`src/rtl/tdm_tx_pkg.sv`:
```
package tdm_tx_pkg;
  // Strobes from slot control to the word datapath
  typedef struct packed {
    logic loadWord;   // start of an enabled slot
    logic blankSlot;  // start of a disabled slot or end of frame
    logic shiftWord;  // advance to next bit inside a slot
  } txStrobe_t;
endpackage

```
`src/rtl/tdm_en_bank.sv`:
```
module tdm_en_bank #(
  parameter int NUM_PART = 8,
  parameter int PART_W   = 16,
  localparam int AW      = $clog2(NUM_PART),
  localparam int NUM_CH  = NUM_PART * PART_W,
  localparam int CH_W    = $clog2(NUM_CH)
) (
  input  logic              clk,
  input  logic              rstN,
  input  logic              wrEn,
  input  logic [AW-1:0]     addr,
  input  logic [PART_W-1:0] wrData,
  output logic [PART_W-1:0] rdData,
  input  logic [CH_W-1:0]   chanIdx,
  output logic              chanEn
);
  logic [PART_W-1:0] bank [NUM_PART];
  logic [NUM_CH-1:0] flatEn;

  always_ff @(posedge clk or negedge rstN) begin
    if (!rstN) begin
      for (int i = 0; i < NUM_PART; i++) bank[i] <= '0;
    end else if (wrEn) begin
      bank[addr] <= wrData;
    end
  end

  // channel index = partition * PART_W + bit
  for (genvar p = 0; p < NUM_PART; p++) begin : g_flat
    assign flatEn[p*PART_W +: PART_W] = bank[p];
  end

  assign rdData = bank[addr];
  assign chanEn = flatEn[chanIdx];
endmodule

```
`src/rtl/tdm_tx_ctrl.sv`:
```
module tdm_tx_ctrl
  import tdm_tx_pkg::*;
#(
  parameter int NUM_CH = 128,
  parameter int WORD_W = 16,
  localparam int CH_W  = $clog2(NUM_CH),
  localparam int BIT_W = $clog2(WORD_W)
) (
  input  logic            clk,
  input  logic            rstN,
  input  logic            frameSync,
  input  logic            chanEn,
  output logic [CH_W-1:0] nextChan,
  output txStrobe_t       strb
);
  localparam logic [CH_W-1:0]  LAST_CH  = CH_W'(NUM_CH - 1);
  localparam logic [BIT_W-1:0] LAST_BIT = BIT_W'(WORD_W - 1);

  logic [CH_W-1:0]  chanCnt;
  logic [BIT_W-1:0] bitCnt;
  logic             active;
  logic             atLastBit, slotStart, frameEnd;

  assign atLastBit = active && (bitCnt == LAST_BIT);
  assign slotStart = frameSync || (atLastBit && (chanCnt != LAST_CH));
  assign frameEnd  = atLastBit && (chanCnt == LAST_CH) && !frameSync;
  assign nextChan  = frameSync ? '0 : chanCnt + 1'b1;

  always_comb begin
    strb.loadWord  = slotStart && chanEn;
    strb.blankSlot = (slotStart && !chanEn) || frameEnd;
    strb.shiftWord = active && !slotStart && !frameEnd;
  end

  always_ff @(posedge clk or negedge rstN) begin
    if (!rstN) begin
      chanCnt <= '0;
      bitCnt  <= '0;
      active  <= 1'b0;
    end else if (frameSync) begin
      chanCnt <= '0;
      bitCnt  <= '0;
      active  <= 1'b1;
    end else if (active) begin
      if (atLastBit) begin
        bitCnt <= '0;
        if (chanCnt == LAST_CH) active  <= 1'b0;
        else                    chanCnt <= chanCnt + 1'b1;
      end else begin
        bitCnt <= bitCnt + 1'b1;
      end
    end
  end
endmodule

```
`src/rtl/tdm_tx_dpath.sv`:
```
module tdm_tx_dpath
  import tdm_tx_pkg::*;
#(
  parameter int WORD_W = 16
) (
  input  logic              clk,
  input  logic              rstN,
  input  txStrobe_t         strb,
  input  logic              wordValid,
  input  logic [WORD_W-1:0] wordData,
  output logic              txData,
  output logic              txOe
);
  logic [WORD_W-1:0] shiftReg;

  always_ff @(posedge clk or negedge rstN) begin
    if (!rstN) begin
      shiftReg <= '0;
      txOe     <= 1'b0;
    end else if (strb.loadWord) begin
      shiftReg <= wordValid ? wordData : '0;
      txOe     <= 1'b1;
    end else if (strb.blankSlot) begin
      shiftReg <= '0;
      txOe     <= 1'b0;
    end else if (strb.shiftWord) begin
      shiftReg <= {shiftReg[WORD_W-2:0], 1'b0};
    end
  end

  assign txData = shiftReg[WORD_W-1];
endmodule

```
`src/rtl/tdm_mask_tx.sv`:
```
module tdm_mask_tx
  import tdm_tx_pkg::*;
#(
  parameter int NUM_PART = 8,
  parameter int PART_W   = 16,
  parameter int WORD_W   = 16,
  localparam int AW      = $clog2(NUM_PART),
  localparam int NUM_CH  = NUM_PART * PART_W,
  localparam int CH_W    = $clog2(NUM_CH)
) (
  input  logic              clk,
  input  logic              rstN,
  input  logic              regWrEn,
  input  logic [AW-1:0]     regAddr,
  input  logic [PART_W-1:0] regWrData,
  output logic [PART_W-1:0] regRdData,
  input  logic              frameSync,
  input  logic              wordValid,
  input  logic [WORD_W-1:0] wordData,
  output logic              wordReady,
  output logic              txData,
  output logic              txOe
);
  txStrobe_t       strb;
  logic [CH_W-1:0] nextChan;
  logic            chanEn;

  tdm_en_bank #(.NUM_PART(NUM_PART), .PART_W(PART_W)) u_bank (
    .clk(clk), .rstN(rstN), .wrEn(regWrEn), .addr(regAddr),
    .wrData(regWrData), .rdData(regRdData),
    .chanIdx(nextChan), .chanEn(chanEn)
  );

  tdm_tx_ctrl #(.NUM_CH(NUM_CH), .WORD_W(WORD_W)) u_ctrl (
    .clk(clk), .rstN(rstN), .frameSync(frameSync), .chanEn(chanEn),
    .nextChan(nextChan), .strb(strb)
  );

  tdm_tx_dpath #(.WORD_W(WORD_W)) u_dpath (
    .clk(clk), .rstN(rstN), .strb(strb), .wordValid(wordValid),
    .wordData(wordData), .txData(txData), .txOe(txOe)
  );

  assign wordReady = strb.loadWord;
endmodule

```
`config.mk`:
```
export PLATFORM = sky130hd
export DESIGN_NAME = tdm_mask_tx
export DESIGN_NICKNAME = d
export VERILOG_FILES = /design/src/rtl/tdm_tx_pkg.sv /design/src/rtl/tdm_en_bank.sv /design/src/rtl/tdm_tx_ctrl.sv /design/src/rtl/tdm_tx_dpath.sv /design/src/rtl/tdm_mask_tx.sv
export SDC_FILE = /design/constraint.sdc
export NUM_CORES = 1
export LEC_CHECK = 0
export BUFFER_PORTS_ARGS = -buffer_cell sky130_fd_sc_hd__buf_4
export CORE_UTILIZATION = 55
export DETAILED_ROUTE_END_ITERATION = 16
export PLACE_DENSITY_LB_ADDON = 0.12
export SETUP_SLACK_MARGIN = 0.02
export SYNTH_ARGS = -nofsm -noshare
export SYNTH_HDL_FRONTEND = slang
export SYNTH_SLANG_ARGS = --single-unit
```
`constraint.sdc`:
```
create_clock -name clk -period 2.6 [get_ports clk]
set_clock_uncertainty 0.15 [all_clocks]
set_input_delay 0.26 -clock clk [delete_from_list [all_inputs] [get_ports clk]]
set_output_delay 0.26 -clock clk [all_outputs]
set_load 0.02 [all_outputs]
```
# ---- Word level (Yosys, flattened, before mapping)
# Cells that the tools add are included.
dict set report word_totals {
  register_bits 157
  latch_bits 0
  ramBits 0
  romBits 0
  in_bits 40
  output_inout_bits 19
  wordCells 69
  memories 0
}
dict set report classes {
  addsub 2
  n_mul 0
  div_mod_pow 0
  n_lt_le_gt_ge 3
  eq_ne 4
  shift 0
  muxes 26
  bitwise 1
  reduce_logical 20
}
# cell n
set ops {}
lappend ops {{$bwmux W128} 1}
lappend ops {{$mux W16} 7}
lappend ops {{$bmux W16 S3} 1}
lappend ops {{$demux W16 S3} 1}
lappend ops {{$mux W7} 5}
lappend ops {{$mux W4} 3}
lappend ops {{$logic_and A1 B1 Y1} 9}
lappend ops {{$lt A7 B8 Y1 const B} 1}
lappend ops {{$add A7 B1 Y7 const B} 1}
lappend ops {{$bmux W1 S7} 1}
lappend ops {{$eq A7 B7 Y1 const B} 1}
lappend ops {{$mux W1} 7}
lappend ops {{$ne A7 B7 Y1 const B} 1}
lappend ops {{$reduce_bool A2 Y1} 3}
lappend ops {{$add A4 B1 Y4 const B} 1}
lappend ops {{$eq A4 B4 Y1 const B} 1}
lappend ops {{$ge A4 B4 Y1 const B} 1}
lappend ops {{$logic_not A1 Y1} 4}
lappend ops {{$lt A4 B1 Y1 const B} 1}
lappend ops {{$not A3 Y4} 1}
lappend ops {{$reduce_and A3 Y1} 1}
lappend ops {{$reduce_bool A3 Y1} 1}
lappend ops {{$logic_or A1 B1 Y1} 2}
lappend ops {{$ne A2 B2 Y1 const B} 1}

# ---- Longest topological paths before layout
# Gate-level depths: netlist of the first run.
dict set report depth {
  ltp_word 10
  depth_mapped 13
  ltp_nobuf 9
}

# ---- By module
# A second synthesis of the first run with hierarchy kept.
dict set report hier_totals {
  cells_unflattened 669
  hier_area_um2 8528.2
}
# module n_inst cells_per_inst area_per_inst_um2 seq_area_each_um2
set modules_own_cells {}
lappend modules_own_cells {tdm_en_bank 1 500 6994.2 3203.1}
lappend modules_own_cells {tdm_tx_dpath 1 90 814.5 425.4}
lappend modules_own_cells {tdm_tx_ctrl 1 79 719.4 300.3}

# ---- Worst setup path before layout of the first run
# No wires, ideal clock.
dict set report synth_path {
  path_type {register to output}
  startpoint {register u_ctrl.chanCnt[1]}
  endpoint {output wordReady}
  arrival_time_ns 2.478
  path_slack_ns -0.288
  path_stages_with_launch 14
  n_path_buf 4
  cell_sequence {dfrtp_1 ha_1 buf_2 buf_6 buf_4 nor3_1 a211oi_1 o32ai_2 o22ai_2 o211ai_2 o311ai_1 a21oi_2 buf_6 inv_2}
}
dict set report synth_between {
  elab_chain_len 5
  word_cells_on_any_way 8
  classes_between {add/sub: 1; eq/ne: 1; mux: 3; reduce/logical: 3}
}
# element line_no
set synth_lines {}
lappend synth_lines {{start: declaration} tdm_tx_ctrl.sv:19} ;# logic [CH_W-1:0] chanCnt;
lappend synth_lines {{start signal: assignment} tdm_tx_ctrl.sv:48} ;# else chanCnt <= chanCnt + 1'b1;
lappend synth_lines {{$add A7 B1 Y7} tdm_tx_ctrl.sv:27} ;# assign nextChan = frameSync ? '0 : chanCnt + 1'b1;
lappend synth_lines {{$mux W7} tdm_tx_ctrl.sv:27}
lappend synth_lines {{$bmux W1 S7} tdm_en_bank.sv:34} ;# assign chanEn = flatEn[chanIdx];
lappend synth_lines {{$mux W1 (implied by the code)} tdm_en_bank.sv:34}
lappend synth_lines {{$logic_and A1 B1 Y1 *} tdm_tx_ctrl.sv:30} ;# strb.loadWord = slotStart && chanEn;
lappend synth_lines {{end: declaration} tdm_mask_tx.sv:20} ;# output logic wordReady,
# Every way passes the cells marked *; elsewhere a longest branch is shown, timed or not. The select of a mux whose other input is x is not followed.

# ---- Worst setup path in the final report of the first run
dict set report layout_path {
  startpoint {register u_ctrl.chanCnt[0]}
  endpoint {output wordReady}
}
# The elaborated chain is that of the path after synthesis.

==> results of run 1 <==
state kept, by name, summed over array words and instances (netlist names):
register	cells
u_ctrl.bitCnt	4
u_ctrl.active	1
u_ctrl.chanCnt	7
u_bank.bank	128
u_dpath.txOe	1
u_dpath.shiftReg	16
worst paths after layout:
path	startpoint	endpoint	slack, ns	cells past startpoint
setup / recovery	u_ctrl.chanCnt[0]$_DFFE_PN0P_	wordReady	-0.70	11
hold / removal	frameSync	u_ctrl.chanCnt[1]$_DFFE_PN0P_	0.23	3
setup reg to reg	u_ctrl.chanCnt[0]$_DFFE_PN0P_	u_dpath.shiftReg[6]$_DFFE_PN0P_	-0.40	12
hold reg to reg	u_dpath.shiftReg[9]$_DFFE_PN0P_	u_dpath.shiftReg[10]$_DFFE_PN0P_	0.36	2
max in group asynchronous	rstN	u_bank.bank[63]$_DFFE_PN0P_	1.20	3
min in group asynchronous	rstN	u_bank.bank[2]$_DFFE_PN0P_	0.27	2
Yosys cell counts, types with 4 or more instances:
| cell | instances | share of area |
|---|---|---|
| nand3b_1 | 6 | 0.0053 |
| a22oi_1 | 16 | 0.014 |
| nand2_1 | 41 | 0.018 |
| dfrtp_1 | 157 | 0.46 |
| buf_1 | 4 | 0.0018 |
| nor2b_1 | 5 | 0.0037 |
| nor3_1 | 12 | 0.0071 |
| nand4b_1 | 4 | 0.0041 |
| nor2_1 | 17 | 0.0076 |
| mux4_2 | 35 | 0.093 |
| clkbuf_1 | 23 | 0.010 |
| a211oi_1 | 5 | 0.0044 |
| o221a_1 | 5 | 0.0067 |
| mux2i_1 | 23 | 0.027 |
| a21oi_1 | 15 | 0.0089 |
| o221ai_1 | 9 | 0.0093 |
| mux2_2 | 154 | 0.21 |
| buf_2 | 9 | 0.0053 |
| a221oi_1 | 4 | 0.0041 |
| o21ai_0 | 17 | 0.010 |
| o22ai_1 | 6 | 0.0044 |
| o21ai_2 | 8 | 0.0083 |
| nand3_1 | 4 | 0.0024 |
| buf_4 | 5 | 0.0044 |
timing repair:
item,4_1_cts,5_1_grt
pin swaps,24,10
resized for setup,69,10
endpoints found under the setup margin,18,18
cloned,2,1
hold buffers,33,0
endpoints found under the hold margin,205,0
setup buffers,13,2
per-layer routing:
layer,up-vias,global-route usage
met4,0,0.135
met3,55,0.0616
met2,220,0.547
li1,2773,-
met1,3324,0.439
met5,-,0
critical path: cells and delay by family, from the launching register on:
| family | cells | cell delay [ns] |
|---|---|---|
| flip-flops | 1 | 0.43 |
| adder cells (fa/ha/maj) | 1 | 0.33 |
| multiplexers | 1 | 0.30 |
| buffers and inverters | 3 | 0.34 |
| AO/OA/AOI/OAI | 6 | 1.04 |
through the flow:
stage / instances / TNS [ns] / setup slack, ns / utilization
after floorplan: 650 / -0.725 / -0.217 / -
after global placement: 906 / -8.20 / -0.505 / 0.639
after detailed placement: 906 / -9.69 / -0.620 / 0.639
after CTS: 985 / -5.14 / -0.637 / 0.731
after global routing: 987 / -7.65 / -0.767 / 0.734
final: 987 / -6.64 / -0.696 / 0.734
cell families after synthesis:
family / count (synthesis) / synth area share
mux: 213 / 0.327
buf+inv: 47 / 0.0271
flops: 157 / 0.465
xor+xnor: 8 / 0.0118
compound gates: 114 / 0.101
simple gates: 109 / 0.0651
fa+ha+maj: 2 / 0.00296
final cells by class:
cell class	count	area, um^2
Inverter	3	11.3
Clock buffer	19	433
Fill cell	984	3920
Clock inverter	13	166
Sequential cell	157	3930
Multi-Input combinational cell	446	4540
Timing Repair Buffer	165	1520
Tap cell	184	230
power by group through the flow:
stage | Clock (mW) | Sequential [mW] | Combinational, mW
after floorplan | 0 | 3.18 | 1.14
after global placement | 0 | 3.35 | 1.56
after detailed placement | 0 | 3.38 | 1.61
after CTS | 2.57 | 3.36 | 1.75
after global routing | 2.67 | 3.43 | 1.88
final | 2.55 | 3.38 | 1.76
==> impl_metrics.toml, run 1 <==
[sta]
fin_crit_sh = 1.27
holdWs_ns = 0.233
finalHoldViolCount = 0
tightest_slew_ns = 0.738
rsz0062_at_grt = "yes"
finalMaxSlewViolations = 0
max-slew-margin-rel = 0.508
fmax_mhz = 303
worst_slack_ns = -0.696
fin_crit_ns = 3.30
setup_violations = 18

[clock_tree]
clk_pin_slew_ns = 0.06
clk_path_buf_depth = 2
cts.htree.levels = 4
clock_latency_ns = 0.44
cts.sinks = 157
cts-buffers-inserted = 17
root_buffer = "clkbuf_16"
cts_tree = "yes"

[route]
antenna_left = 0
drt_iter0_drc = 544
drc = 0
routed.top_layer = "met4"
via_count = 6372
first_pass_iters = 5
wl_met1_mm = 10.5
viasPerCell = 6.46
wl_mm = 24.6
route.met2.wl_mm = 12.1
routedWlPerCell_um = 24.9
dr_wl_met3_mm = 1.11

[worst_setup_path]
crit_fanout = 4
required_ns = 2.19
crit_arrival_ns = 2.89
criticalPathCategory = "reg -> out"
endpoint_kind = "output port"
worstSetupStartpointType = "register"
critPathMaxStageDelay_ns = 0.43
crit_top_cell = "buf_6"
path_cells = "ha_4, buf_6, mux2_4, o221a_4, o22ai_4, a32oi_1, a22oi_2, a31oi_2, a21oi_2, inv_2, buf_6"
cp_slowest_cell = "dfrtp_2"

[placed_design]
globalplace.congestion = 0.907
port_buffers = 58
hpwlAfterDp_mm = 15.7
dpl_cell_area_mm2 = 0.00943

[logic_synthesis]
synth_ff_type = "dfrtp_1"
yosysSeqAreaShare = 0.465
synth_area_mm2 = 0.00845
syn_nets = 692
synth-edff-count = 0
synthDistinctLibCells = 65
ys_warn_count = 0
syn_inst = 650
synth-async-reset-ratio = 1.00
ys_ff_latch = 157
synth_area_per_cell_um2 = 13.0

[finish]
diodes = 0
layout_commonest_cell = "dfrtp_1"
area_growth_pct = 28.2
stdcell_area_mm2 = 0.0108
final_cell_mix = "dfrtp_1 (156), mux2_2 (152), buf_4 (109), nand2_1 (40), mux4_2 (35)"
drive_above_1_share = 0.519
nNetsFinal = 832

[power_and_ir_drop]
power.density_mw_per_mm2 = 709
intPower_mw = 5.45
total_power_mw = 7.68
pwr-share-seq = 0.440
swShare = 0.290
power_frac_clock = 0.331
comb_power_share = 0.228
switchingPower_mw = 2.23
power_leakage_nw = 4.45
vdd_drop_max_mv = 0.548

[global_routing]
grt_pass1_wl_mm = 39.4
grt_max_degree = 67
antenna_found_initial = 0
grt_pass1_vias = 6790
grt_use_total = 0.333
overflow = 0

[floorplan]
die_y_um = 126
die_w_um = 126
start_util = 0.573
core_mm2 = 0.0148
dieArea_mm2 = 0.0159
row_count = 44
top_level_ports = 59

[run_status]
status = "finished with violations"
violations = "setup timing"

[hold_path]
min_path_type = "in -> reg"

[flow_run]
cap_violations = 0
No activity file was read; power rests on OpenSTA's default activity.
==> inputs of run 2 (changes only) <==
CORE_ASPECT_RATIO = 0.8   (was default)
MAX_ROUTING_LAYER = met4   (was default)
RECOVER_POWER = 25   (was default)
==> run 2 against run 1 <==
Net effect:
- the run ends with capacitance limit, slew limit, setup timing left
- global-route usage shrank 0.22 points
- cell count shrank 0.30%
- non-clock buffer count shrank 8
- critical endpoint unchanged
- highest routed layer unchanged
==> impl_metrics.toml, run 2 (synthesized netlist as in run 1, its figures left out) <==
[run_status]
status = "finished with violations"
violations = "capacitance limit, slew limit, setup timing"

[clock_tree]
cts_tree = "yes"
cts.sinks = 157
clk_path_buf_depth = 2
clock_latency_ns = 0.45
cts-buffers-inserted = 17
root_buffer = "clkbuf_16"
clk_pin_slew_ns = 0.07
cts.htree.levels = 4

[placed_design]
port_buffers = 58
globalplace.congestion = 0.932
dpl_cell_area_mm2 = 0.00941
hpwlAfterDp_mm = 15.4

[worst_setup_path]
path_cells = "ha_4, buf_12, mux2_4, o221a_1, o22ai_2, a311oi_2, a22oi_1, a31oi_1, a21oi_2, inv_2, buf_6"
cp_slowest_cell = "dfrtp_1"
critPathMaxStageDelay_ns = 0.42
endpoint_kind = "output port"
criticalPathCategory = "reg -> out"
crit_family = "compound AO/OA/AOI/OAI gates"
worstSetupStartpointType = "register"
crit_arrival_ns = 2.81
crit_fanout = 5
cp.buffers_inverters = 3
required_ns = 2.19

[route]
routedWlPerCell_um = 24.9
first_pass_iters = 5
drc = 0
viasPerCell = 6.52
via_count = 6420
wl_mm = 24.5
antenna_left = 0
drt_iter0_drc = 457

[finish]
largest_reg_flops = 128
area_growth_pct = 28.1
final_cell_mix = "dfrtp_1 (156), mux2_2 (151), buf_4 (101), nand2_1 (41), mux4_2 (35)"
regMostFlops = "u_bank.bank"
stdcell_area_mm2 = 0.0108
reg_top3 = "u_bank.bank: 128 flops, u_dpath.shiftReg: 16 flops, u_ctrl.chanCnt: 7 flops"
layout_commonest_cell = "dfrtp_1"
drive_above_1_share = 0.519
diodes = 0
nNetsFinal = 824

[power_and_ir_drop]
switchingPower_mw = 2.25
vdd_drop_max_mv = 0.592
comb_power_share = 0.227
pwr-share-seq = 0.438
power_frac_clock = 0.335
power_leakage_nw = 4.45
intPower_mw = 5.46
swShare = 0.292
power.density_mw_per_mm2 = 711

[sta]
tightest_slew_ns = 1.67
finalHoldViolCount = 0
holdWs_ns = 0.219
fmax_mhz = 310
max-slew-margin-rel = -0.111
worst_slack_ns = -0.623
fin_crit_ns = 3.22
finalMaxSlewViolations = 101
setup_violations = 33
fin_crit_sh = 1.24
rsz0062_at_grt = "yes"

[floorplan]
core_mm2 = 0.0150
start_util = 0.563
die_w_um = 141
top_level_ports = 59
row_count = 40
die_y_um = 113
dieArea_mm2 = 0.0159

[global_routing]
overflow = 0
grt_use_total = 0.331
antenna_found_initial = 0
grt_pass1_wl_mm = 37.6
grt_pass1_vias = 6518
grt_max_degree = 62

[flow_run]
cap_violations = 2

[hold_path]
min_path_type = "in -> reg"
[run 2: layout make-up]
| class | instances | area, um^2 |
|---|---|---|
| Sequential cell | 157 | 3930 |
| Fill cell | 1009 | 4190 |
| Timing Repair Buffer | 157 | 1480 |
| Tap cell | 189 | 236 |
| Clock inverter | 11 | 129 |
| Inverter | 3 | 11.3 |
| Clock buffer | 21 | 480 |
| Multi-Input combinational cell | 446 | 4570 |
[run 2: power groups by stage]
stage	Sequential (mW)	Clock (mW)	Combinational, mW
floorplan	3.18	0	1.14
global placement	3.35	0	1.55
detailed placement	3.37	0	1.60
CTS	3.34	2.59	1.71
global route	3.41	2.70	1.86
finish	3.37	2.58	1.75
[run 2: worst register-to-register path: cells and delay by family (launching register included)]
family | cells | cell delay, ns
AO/OA/AOI/OAI | 6 | 1.02
XOR/XNOR | 1 | 0.16
adder cells (fa/ha/maj) | 1 | 0.20
buffers and inverters | 5 | 0.71
flip-flops | 1 | 0.42
AND/OR/NAND/NOR | 1 | 0.22
[run 2: timing repair]
item | CTS | global route
pin swaps | 21 | 17
gates resized for setup | 38 | 33
gates cloned | 2 | 2
hold endpoints to repair | 202 | 0
buffers inserted | 8 | 2
hold buffers | 33 | 0
setup endpoints to repair | 18 | 18
[run 2: per-stage QoR]
stage               utilization  TNS (ns)  setup WS, ns  std cells  power (mW)
CTS                       0.709     -4.80        -0.589        981        7.64
global route              0.721    -14.27        -0.698        984        7.98
detailed placement        0.627     -8.54        -0.551        906        4.97
floorplan                     -    -0.725        -0.217        650        4.32
global placement          0.627     -7.12        -0.441        906        4.90
finish                    0.721    -10.24        -0.623        984        7.70
[run 2: path summary, 6_finish.rpt]
check                      depth (start not counted)                     startpoint                               to  slack [ns]
min in group asynchronous                          2                           rstN      u_bank.bank[47]$_DFFE_PN0P_        0.64
setup / recovery                                  11  u_ctrl.chanCnt[1]$_DFFE_PN0P_                        wordReady       -0.62
hold reg to reg                                    2       u_dpath.txOe$_DFFE_PN0P_         u_dpath.txOe$_DFFE_PN0P_        0.35
hold / removal                                     3                      frameSync     u_ctrl.bitCnt[1]$_DFFE_PN0P_        0.22
max in group asynchronous                          3                           rstN      u_bank.bank[48]$_DFFE_PN0P_        0.39
setup reg to reg                                  14  u_ctrl.chanCnt[1]$_DFFE_PN0P_  u_dpath.shiftReg[7]$_DFFE_PN0P_       -0.35
[run 2: per-layer routing]
| layer | GRT usage | vias up | share of wire |
|---|---|---|---|
| li1 | - | 2754 | - |
| met1 | 0.474 | 3383 | 0.45 |
| met2 | 0.485 | 256 | 0.46 |
| met3 | 0.0677 | 27 | 0.071 |
| met4 | 0.0833 | 0 | 0.011 |
| met5 | - | - | 0 |
==> inputs of run 3 (changes only) <==
ABC_AREA = 1   (was default)
CORE_UTILIZATION = 35   (was 55)
CTS_CLUSTER_SIZE = 8   (was default)
==> run 3 against run 2 <==
Net effect:
- the run still ends with capacitance limit, slew limit, setup timing left
- maximum frequency rose by 15%
- worst hold slack got worse by 0.16 ns
- core utilization fell by 27 points
- via count rose by 27%
- critical endpoint unchanged
- largest power group unchanged
==> impl_metrics.toml, run 3 <==
[run_status]
status = "finished with violations"
violations = "capacitance limit, slew limit, setup timing"

[logic_synthesis]
syn_nets = 1184
yosysTopAreaCellShare = 0.458
ys_ff_latch = 157
synth_top_area_cell = "dfrtp_1"
synthTopCellsByArea = "dfrtp_1 (46%), nand2_1 (16%), o21ai_0 (11%), nand3_1 (7.6%), inv_1 (3.1%)"
syn_inst = 1142
ys_warn_count = 0
synth-edff-count = 0
synthDistinctLibCells = 32
yosys-top-cells-count = "nand2_1 (375), o21ai_0 (182), dfrtp_1 (157)"
synth_area_mm2 = 0.00858
synth-async-reset-ratio = 1.00
synth_ff_type = "dfrtp_1"
synth_most_common_cell = "nand2_1"
yosysSeqAreaShare = 0.458
synth_area_per_cell_um2 = 7.52

[sta]
setup_violations = 10
tns_ns = -0.349
finalHoldViolCount = 0
worst_slack_ns = -0.202
fin_crit_ns = 2.80
fmax_mhz = 357
fin_crit_sh = 1.08
rsz0062_at_grt = "yes"
finalMaxSlewViolations = 33
max-slew-margin-rel = -0.0238
tightest_slew_ns = 1.54

[placed_design]
dp_cells = 1481
port_buffers = 58
dpl_worst_slack_ns = 0.101
hpwlAfterDp_mm = 19.6
globalplace.congestion = 0.924

[clock_tree]
root_buffer = "clkbuf_16"
cts.htree.levels = 4
clk_pin_slew_ns = 0.07
cts.sinks = 157
clock_latency_ns = 0.44
cts_tree = "yes"
clk_path_buf_depth = 2
cts-buffers-inserted = 17

[route]
drc = 0
via_count = 8129
wl_mm = 29.4
drt_iter0_drc = 777
first_pass_iters = 5
antenna_left = 0
routedWlPerCell_um = 19.1
viasPerCell = 5.27

[floorplan]
die_y_um = 142
die_w_um = 177
top_level_ports = 59
start_util = 0.362
row_count = 50
core_mm2 = 0.0237
dieArea_mm2 = 0.0252

[worst_setup_path]
timing.rr.end = "u_dpath.shiftReg[10]$_DFFE_PN0P_"
criticalPathCategory = "reg -> out"
r2r_setup_slack_ns = -0.03
crit_fanout = 8
required_ns = 2.19
worstSetupStartpointType = "register"
rr_startpoint = "u_ctrl.chanCnt[0]$_DFFE_PN0P_"
crit_arrival_ns = 2.39
endpoint_kind = "output port"
worst_r2r_path_depth = 18

[finish]
largest_reg_flops = 128
diodes = 0
area_growth_pct = 25.7
layout_commonest_cell = "nand2_1"
drive_above_1_share = 0.172
area.sequential_mm2 = 0.00393
reg_top3 = "u_bank.bank: 128 flops, u_dpath.shiftReg: 16 flops, u_ctrl.chanCnt: 7 flops"
nNetsFinal = 1259
fill_cells = 2435
final_cells = 1542
multi_input_area_mm2 = 0.00428
final_cell_mix = "nand2_1 (373), o21ai_0 (180), dfrtp_1 (157), nand3_1 (89), buf_4 (79)"
regMostFlops = "u_bank.bank"
fin_util = 0.455

[power_and_ir_drop]
power_leakage_nw = 5.06
vdd_drop_max_mv = 0.533
total_power_mw = 7.74
power.density_mw_per_mm2 = 717

[global_routing]
grt_max_degree = 63
grt_pass1_vias = 7673
antenna_found_initial = 0
overflow = 0
grt_use_total = 0.246
grt_pass1_wl_mm = 45.4

[hold_path]
hold_path.startpoint = "frameSync"
holdPathStages = 4
min_to = "u_ctrl.chanCnt[5]$_DFFE_PN0P_"
min_path_type = "in -> reg"

[flow_run]
cap_violations = 1
==> run 3: layout make-up <==
type,count,share of cell area
repair buffers,130,0.120
well taps,312,0.0362
clock inverters,12,0.0129
flip-flops and latches,157,0.364
clock buffers,20,0.0423
multi-input cells,834,0.397
inverters,77,0.0283
==> run 3: timing repair <==
action                                  4_1_cts  5_1_grt
gates resized for setup                       9       64
endpoints found under the setup margin        1       14
endpoints found under the hold margin        59        0
pin swaps                                     2       17
cloned                                        0        8
setup buffers                                 2        1
hold buffers                                 18        0
==> run 3: worst max-delay path, stage by stage, from the launching register on <==
cell	delay (ns)
dfrtp_1	0.42
ha_4	0.31
nand2_8	0.11
buf_12	0.19
a21oi_4	0.12
o21ai_2	0.07
nand3_2	0.11
nand3_2	0.08
nand3_2	0.08
nand3_2	0.07
nand3_2	0.10
nand2_4	0.07
nand2_4	0.07
inv_2	0.04
buf_6	0.12
==> run 3: power by group <==
part / leakage (nW) / total [mW] / internal (mW) / switching, mW
combinational: 2.79 / 1.97 / 0.805 / 1.17
sequential: 1.99 / 3.23 / 2.86 / 0.370
clock: 0.279 / 2.54 / 1.47 / 1.07
==> run 3: layer usage <==
metal	up-vias	routed length, um	share of wire	global-route usage
li1	3962	-	-	-
met1	3879	14700	0.50	0.370
met2	261	12400	0.42	0.337
met3	27	1890	0.064	0.0374
met4	0	384	0.013	0.0690
met5	-	0	0	-
==> run 3: how the worst max path moves through the flow <==
| stage | from | end | slack, ns | cells past startpoint |
|---|---|---|---|---|
| 6_report | u_ctrl.chanCnt[0]$_DFFE_PN0P_ | wordReady | -0.20 | 14 |
| 5_1_grt | u_ctrl.chanCnt[1]$_DFFE_PN0P_ | wordReady | -0.32 | 14 |
| 4_1_cts | u_ctrl.chanCnt[0]$_DFFE_PN0P_ | wordReady | -0.23 | 14 |
| 3_5_place_dp | u_ctrl.chanCnt[1]$_DFFE_PN0P_ | u_dpath.shiftReg[5]$_DFFE_PN0P_ | 0.10 | 16 |
| 3_3_place_gp | u_ctrl.chanCnt[1]$_DFFE_PN0P_ | u_dpath.shiftReg[4]$_DFFE_PN0P_ | 0.11 | 16 |
| 2_1_floorplan | u_ctrl.chanCnt[1]$_DFFE_PN0P_ | wordReady | 0.27 | 14 |
==> run 3: through the flow <==
stage               cell area (um^2)  hold WS (ns)
floorplan                       8580        -0.186
global placement                9520        0.0617
detailed placement              9520        0.0552
CTS                            10400        0.0503
global route                   10800        0.0828
finish                         10800        0.0639
==> run 3: logic make-up after synthesis <==
kind of cell / after synthesis / share of synthesized area
AOI/OAI and AO/OA: 269 / 0.182
buffers and inverters: 151 / 0.0767
and+or+nand+nor: 562 / 0.279
adders and majority gates: 2 / 0.00291
xor gates and xnor gates: 1 / 0.00102
DFF: 157 / 0.458
